--- config.mk ---
export PLATFORM = sky130hd
export DESIGN_NAME = bayer_hbin
export DESIGN_NICKNAME = d
export VERILOG_FILES = /design/src/rtl/hbin_pkg.sv /design/src/rtl/hbin_track.sv /design/src/rtl/hbin_group.sv /design/src/rtl/hbin_emit.sv /design/src/rtl/bayer_hbin.sv
export SDC_FILE = /design/constraint.sdc
export NUM_CORES = 1
export LEC_CHECK = 0
export BUFFER_PORTS_ARGS = -buffer_cell sky130_fd_sc_hd__buf_4
export CAP_MARGIN = 15
export CORE_MARGIN = 3
export CORE_UTILIZATION = 31
export DETAILED_ROUTE_END_ITERATION = 8
export SYNTH_ARGS = -nofsm -noshare
export SYNTH_HDL_FRONTEND = slang
export SYNTH_SLANG_ARGS = --single-unit
--- constraint.sdc ---
create_clock -name clk -period 4.3 [get_ports clk]
set_clock_uncertainty 0.1 [all_clocks]
set_input_delay 0.215 -clock clk [delete_from_list [all_inputs] [get_ports clk]]
set_output_delay 0.215 -clock clk [all_outputs]
set_load 0.05 [all_outputs]
--- src/rtl/hbin_pkg.sv ---
package hbin_pkg;

    typedef enum logic [1:0] {
        HB_NORMAL = 2'd0,
        HB_BIN    = 2'd1,
        HB_SKIP   = 2'd2
    } hb_mode_e;

    localparam int unsigned HB_GROUP = 4;
    localparam int unsigned HB_PH_W  = $clog2(HB_GROUP);

    typedef logic [HB_PH_W-1:0] hb_phase_t;

    localparam hb_phase_t HB_LAST_PH = hb_phase_t'(HB_GROUP - 1);

    // Unused code 3 falls back to pass-through.
    function automatic hb_mode_e hb_decode(input logic [1:0] code);
        case (code)
            2'd1:    return HB_BIN;
            2'd2:    return HB_SKIP;
            default: return HB_NORMAL;
        endcase
    endfunction

endpackage

--- src/rtl/hbin_track.sv ---
module hbin_track
    import hbin_pkg::*;
(
    input  logic      clk,
    input  logic      rst,
    input  logic [1:0] mode_cfg,
    input  logic      in_valid,
    input  logic      in_sor,
    input  logic      in_eor,
    output hb_phase_t cur_ph,
    output hb_mode_e  cur_mode,
    output logic      grp_first,
    output logic      err_len
);

    hb_phase_t ph_q;
    hb_mode_e  mode_q;
    logic      first_q;
    logic      err_q;

    // A start-of-row beat always opens position 0 and loads the row mode.
    assign cur_ph    = in_sor ? '0 : ph_q;
    assign cur_mode  = in_sor ? hb_decode(mode_cfg) : mode_q;
    assign grp_first = first_q;
    assign err_len   = err_q;

    always_ff @(posedge clk) begin
        if (rst) begin
            ph_q    <= '0;
            mode_q  <= HB_NORMAL;
            first_q <= 1'b0;
            err_q   <= 1'b0;
        end else if (in_valid) begin
            ph_q <= cur_ph + hb_phase_t'(1);
            if (in_sor) begin
                mode_q  <= hb_decode(mode_cfg);
                first_q <= 1'b1;
            end else if (cur_ph == HB_LAST_PH) begin
                first_q <= 1'b0;
            end
            if (in_eor && (cur_ph != HB_LAST_PH)) begin
                err_q <= 1'b1;
            end
        end
    end

endmodule

--- src/rtl/hbin_group.sv ---
module hbin_group
    import hbin_pkg::*;
#(
    parameter int unsigned PIX_W = 12
) (
    input  logic             clk,
    input  logic             rst,
    input  logic             in_valid,
    input  logic [PIX_W-1:0] in_data,
    input  hb_phase_t        cur_ph,
    input  hb_mode_e         cur_mode,
    output logic             grp_done,
    output logic [PIX_W-1:0] res_a,
    output logic [PIX_W-1:0] res_b
);

    localparam int unsigned HOLD = HB_GROUP - 1;
    localparam int unsigned PAIR = HB_GROUP / 2;

    logic [PIX_W-1:0] slot_q [HOLD];

    function automatic logic [PIX_W-1:0] avg2(input logic [PIX_W-1:0] a,
                                              input logic [PIX_W-1:0] b);
        logic [PIX_W:0] s;
        s = {1'b0, a} + {1'b0, b} + (PIX_W+1)'(1);
        return s[PIX_W:1];
    endfunction

    // One capture register per non-final group position.
    for (genvar g = 0; g < HOLD; g++) begin : g_slot
        always_ff @(posedge clk) begin
            if (rst) begin
                slot_q[g] <= '0;
            end else if (in_valid && (cur_ph == hb_phase_t'(g))) begin
                slot_q[g] <= in_data;
            end
        end
    end

    assign grp_done = in_valid && (cur_ph == HB_LAST_PH);

    always_comb begin
        if (cur_mode == HB_BIN) begin
            res_a = avg2(slot_q[0], slot_q[PAIR]);
            res_b = avg2(slot_q[1], in_data);
        end else begin
            res_a = slot_q[0];
            res_b = slot_q[1];
        end
    end

endmodule

--- src/rtl/hbin_emit.sv ---
module hbin_emit
    import hbin_pkg::*;
#(
    parameter int unsigned PIX_W = 12
) (
    input  logic             clk,
    input  logic             rst,
    input  logic             in_valid,
    input  logic [PIX_W-1:0] in_data,
    input  logic             in_sor,
    input  logic             in_eor,
    input  hb_mode_e         cur_mode,
    input  logic             grp_done,
    input  logic             grp_first,
    input  logic [PIX_W-1:0] res_a,
    input  logic [PIX_W-1:0] res_b,
    output logic             out_valid,
    output logic [PIX_W-1:0] out_data,
    output logic             out_sor,
    output logic             out_eor
);

    typedef struct packed {
        logic             v;
        logic             s;
        logic             e;
        logic [PIX_W-1:0] d;
    } beat_t;

    beat_t dly_q;
    beat_t pend_q;
    beat_t out_q;

    logic norm_take;
    logic red_take;

    assign norm_take = in_valid && (cur_mode == HB_NORMAL);
    assign red_take  = grp_done && (cur_mode != HB_NORMAL);

    // Normal beats pass through dly_q (two cycles); a finished reduced
    // group drives out_q at once and parks its second result in pend_q.
    always_ff @(posedge clk) begin
        if (rst) begin
            dly_q  <= '0;
            pend_q <= '0;
            out_q  <= '0;
        end else begin
            dly_q  <= '{v: norm_take, s: in_sor, e: in_eor, d: in_data};
            pend_q <= '{v: red_take, s: 1'b0, e: in_eor, d: res_b};
            if (red_take) begin
                out_q <= '{v: 1'b1, s: grp_first, e: 1'b0, d: res_a};
            end else if (pend_q.v) begin
                out_q <= pend_q;
            end else if (dly_q.v) begin
                out_q <= dly_q;
            end else begin
                out_q <= '{v: 1'b0, s: 1'b0, e: 1'b0, d: out_q.d};
            end
        end
    end

    assign out_valid = out_q.v;
    assign out_data  = out_q.d;
    assign out_sor   = out_q.s;
    assign out_eor   = out_q.e;

endmodule

--- src/rtl/bayer_hbin.sv ---
module bayer_hbin
    import hbin_pkg::*;
#(
    parameter int unsigned PIX_W = 12
) (
    input  logic             clk,
    input  logic             rst,
    input  logic [1:0]       mode_cfg,
    input  logic             in_valid,
    input  logic [PIX_W-1:0] in_data,
    input  logic             in_sor,
    input  logic             in_eor,
    output logic             out_valid,
    output logic [PIX_W-1:0] out_data,
    output logic             out_sor,
    output logic             out_eor,
    output logic             err_len
);

    hb_phase_t        cur_ph;
    hb_mode_e         cur_mode;
    logic             grp_first;
    logic             grp_done;
    logic [PIX_W-1:0] res_a;
    logic [PIX_W-1:0] res_b;

    hbin_track u_track (
        .clk       (clk),
        .rst       (rst),
        .mode_cfg  (mode_cfg),
        .in_valid  (in_valid),
        .in_sor    (in_sor),
        .in_eor    (in_eor),
        .cur_ph    (cur_ph),
        .cur_mode  (cur_mode),
        .grp_first (grp_first),
        .err_len   (err_len)
    );

    hbin_group #(.PIX_W(PIX_W)) u_group (
        .clk      (clk),
        .rst      (rst),
        .in_valid (in_valid),
        .in_data  (in_data),
        .cur_ph   (cur_ph),
        .cur_mode (cur_mode),
        .grp_done (grp_done),
        .res_a    (res_a),
        .res_b    (res_b)
    );

    hbin_emit #(.PIX_W(PIX_W)) u_emit (
        .clk       (clk),
        .rst       (rst),
        .in_valid  (in_valid),
        .in_data   (in_data),
        .in_sor    (in_sor),
        .in_eor    (in_eor),
        .cur_mode  (cur_mode),
        .grp_done  (grp_done),
        .grp_first (grp_first),
        .res_a     (res_a),
        .res_b     (res_b),
        .out_valid (out_valid),
        .out_data  (out_data),
        .out_sor   (out_sor),
        .out_eor   (out_eor)
    );

endmodule

==> results.cfg <==
[power_and_ir_drop]
pwr-share-clk_pct = 39.8
power_frac_comb_pct = 14.8
power-per-cell-area_nw_per_um2 = 406
post-layout-total-power_mw = 2.01
power.ir.vdd_worst_mv = 0.210
p_switching_mw = 0.514
sw_frac_of_total_pct = 25.6
internal_power_mw = 1.50
leakagePower_nw = 2.08
power.share.sequential_pct = 45.3

[synthesis]
synth-seq-area-share_pct = 48.4
synth_cells = 447
synth_fp_nets = 494
number_of_warnings_issued_by_yosys = 0
post_synth_num_cell_types = 51
synth-edff-count = 36
synthDominantCellAreaShare_pct = 25.4
post-synth-top-area-cell = sky130_fd_sc_hd__edfxtp_1
synth.top_cells.by_area = sky130_fd_sc_hd__edfxtp_1 (25%), sky130_fd_sc_hd__dfxtp_1 (23%), sky130_fd_sc_hd__ha_1 (7.6%)
synth_top_flop_cell = sky130_fd_sc_hd__dfxtp_1
netlist_area_um2 = 4260
synthesized_flop_and_latch_total = 85
synthArstFlopShare_pct = 0
syn_avg_cell_area_um2 = 9.53

[placement]
detailedPlacementHpwl_mm = 7.28
port_buffers = 34
detailedPlace.worstSlack_ns = 1.73
place.gp.congestion = 0.819
dpl_cell_area_um2 = 4640

[floorplanning]
ios = 35
core-area_um2 = 13300
fp.dieW_um = 123
dieArea_um2 = 15200
dieHeight_um = 123
floorplan.rows = 42
initial_utilization_pct = 31.9

[sta]
finalCritPeriodShare_pct = 60.6
timing_worst_slew_pin_value_ns = 1.07
achievable-frequency_mhz = 384
finalSetupTns_ns = 0
pins_over_slew_limit = 0
period_needed_ns = 2.60
rsz_0062_raised_after_global_routing = no
fin_ws_ns = 1.70
final-setup-viol-count = 0
max_slew_margin_pct = 28.6
hold_viol = 0

[finish]
fill_cells = 1376
syn_to_final_growth_pct = 16.3
layout.nets = 520
area.sequential_um2 = 2060
insertedDiodeCount = 0
final_cell_mix = sky130_fd_sc_hd__nor2_1 (69), sky130_fd_sc_hd__dfxtp_1 (49), sky130_fd_sc_hd__nand2_1 (45)
multiInputGateArea_um2 = 2010
layout.cells.most_common = sky130_fd_sc_hd__nor2_1
layout-drive-gt1-share_pct = 13.2
finalInstanceArea_um2 = 4950

[min_path]
holdCritStartpoint = in_eor
hold_path_class = in -> reg
min_path_cells = 2

[critical_path]
required_ns = 4.40
worstSetupEndpointType = flop
cp-startpoint = u_group.slot_q[0][0]
worst-path-max-fanout = 3
timing.critical_path.arrival_ns = 2.70
r2r_cells = 8
start_kind = flop
critical_path.reg2reg.startpoint = u_group.slot_q[0][0]
critical_path_class = reg -> reg

[clock_network]
cts_made_buffers = 9
cts.reportedPaths.clkPinSlew_ns = 0.06
ctsHtreeMaxLevel = 3
clock_latency_of_the_later_clocked_register_in_the_worst_skew_pair_ns = 0.33
ctsRootBufferMaster = sky130_fd_sc_hd__clkbuf_16
post_cts_setup_repair_bufs = 0
cts_resized = 0
clock_sink_count = 85
clk_path_buf_depth = 2
cts_hold_buf = 0
tritoncts = done

[route]
overall_via_count_from_detail_route = 3283
routed_via_density = 5.02
firstDrtPassIters = 5
drt.antenna.violating_nets = 0
post_drt_wl_per_cell_um = 15.5
dr.first_iter.drc_count = 146
drt_wl_total_mm = 10.2
route.detailed.drc = 0

[global_routing]
pin_count_of_the_biggest_net_entering_global_routing = 38
grt_first_pass_wirelength_mm = 16.4
number_of_global_route_vias_before_repair = 3172
gr-usage-all-layers_pct = 13.9
overflow = 0
initial_antenna_violation_count = 0

[flow_run]
drv_cap = 0

[run_status]
outcome = finished clean
==> cells by family (layout without fill, tap and decap cells) <==
family                     Yosys count  after routing  synth area share [%]
AOI/OAI and AO/OA                  123            123                  19.0
adders and majority gates           28             28                  8.58
DFF                                 85             85                  48.4
muxes                                6              6                  1.44
buffers and inverters               41             72                  4.32
xor gates and xnor gates            15             15                  3.08
and+or+nand+nor                    149            149                  15.2
==> sequential cells by signal, indices dropped and copies added (netlist names), 2 cells and up <==
signal,flops
u_emit.dly_q,15
u_emit.pend_q,13
u_emit.out_data,12
u_group.slot_q,36
u_track.ph_q,2
u_track.mode_q,2
==> worst paths after layout <==
kind                         endpoint  slack, ns
setup / recovery  u_emit.out_data[11]       1.70
hold / removal       u_emit.dly_q[12]       0.02
setup reg to reg  u_emit.out_data[11]       1.70
hold reg to reg        u_emit.out_eor       0.35
==> critical path: stages (launching register included) <==
cell,delay [ns]
sky130_fd_sc_hd__edfxtp_1,0.40
sky130_fd_sc_hd__or2_2,0.32
sky130_fd_sc_hd__fa_1,0.41
sky130_fd_sc_hd__a21oi_1,0.25
sky130_fd_sc_hd__o211ai_1,0.15
sky130_fd_sc_hd__a31oi_2,0.26
sky130_fd_sc_hd__nor2_1,0.08
sky130_fd_sc_hd__a2111oi_0,0.41
sky130_fd_sc_hd__o31ai_1,0.10
==> per-layer routing <==
layer	wire [µm]	global-route usage, %	up-vias
li1	-	-	1656
met1	4790	19.3	1514
met4	151	4.78	0
met2	4630	22.0	100
met3	599	2.42	13
met5	0	0	-
==> through the flow <==
step | hold WS [ns] | cells | util [%]
3_3_place_gp | 0.337 | 638 | 34.7
3_5_place_dp | 0.339 | 638 | 34.7
4_1_cts | 0.0136 | 654 | 37.1
2_1_floorplan | 0.243 | 447 | -
6_report | 0.0155 | 654 | 37.1
5_1_grt | 0.0397 | 654 | 37.1
==> Yosys cell counts (all sizes together) (2+ instances only) <==
library cell  number
a31oi              9
dfxtp             49
nor2b              4
a21oi             37
mux2i              5
or2                4
o22ai             14
xor2               5
nand4              2
nand2             45
o211ai             6
inv               21
xnor2             10
edfxtp            36
o2111ai            2
a31o               2
fa                 2
nor3b              2
nor3              10
nand3              5
ha                26
buf                9
a211oi            15
o21ai             19
nor2              69
a21o              10
nand2b             2
clkbuf            11
o221ai             3
==> power by group through the flow <==
| stage | registers (mW) | logic (mW) | clock network [mW] |
|---|---|---|---|
| finish | 0.912 | 0.298 | 0.801 |
| global route | 0.916 | 0.331 | 0.854 |
| global placement | 0.928 | 0.293 | 0 |
| floorplan | 0.948 | 0.196 | 0 |
| CTS | 0.912 | 0.299 | 0.817 |
| detailed placement | 0.929 | 0.296 | 0 |
==> cell type report <==
cell class	count	share of cell area [%]
Clock buffer	14	6.21
Clock inverter	2	0.202
Inverter	21	1.59
Multi-Input combinational cell	321	40.6
Sequential cell	85	41.6
Tap cell	176	4.44
Timing Repair Buffer	35	5.30
(Power assumes the default switching activity.)
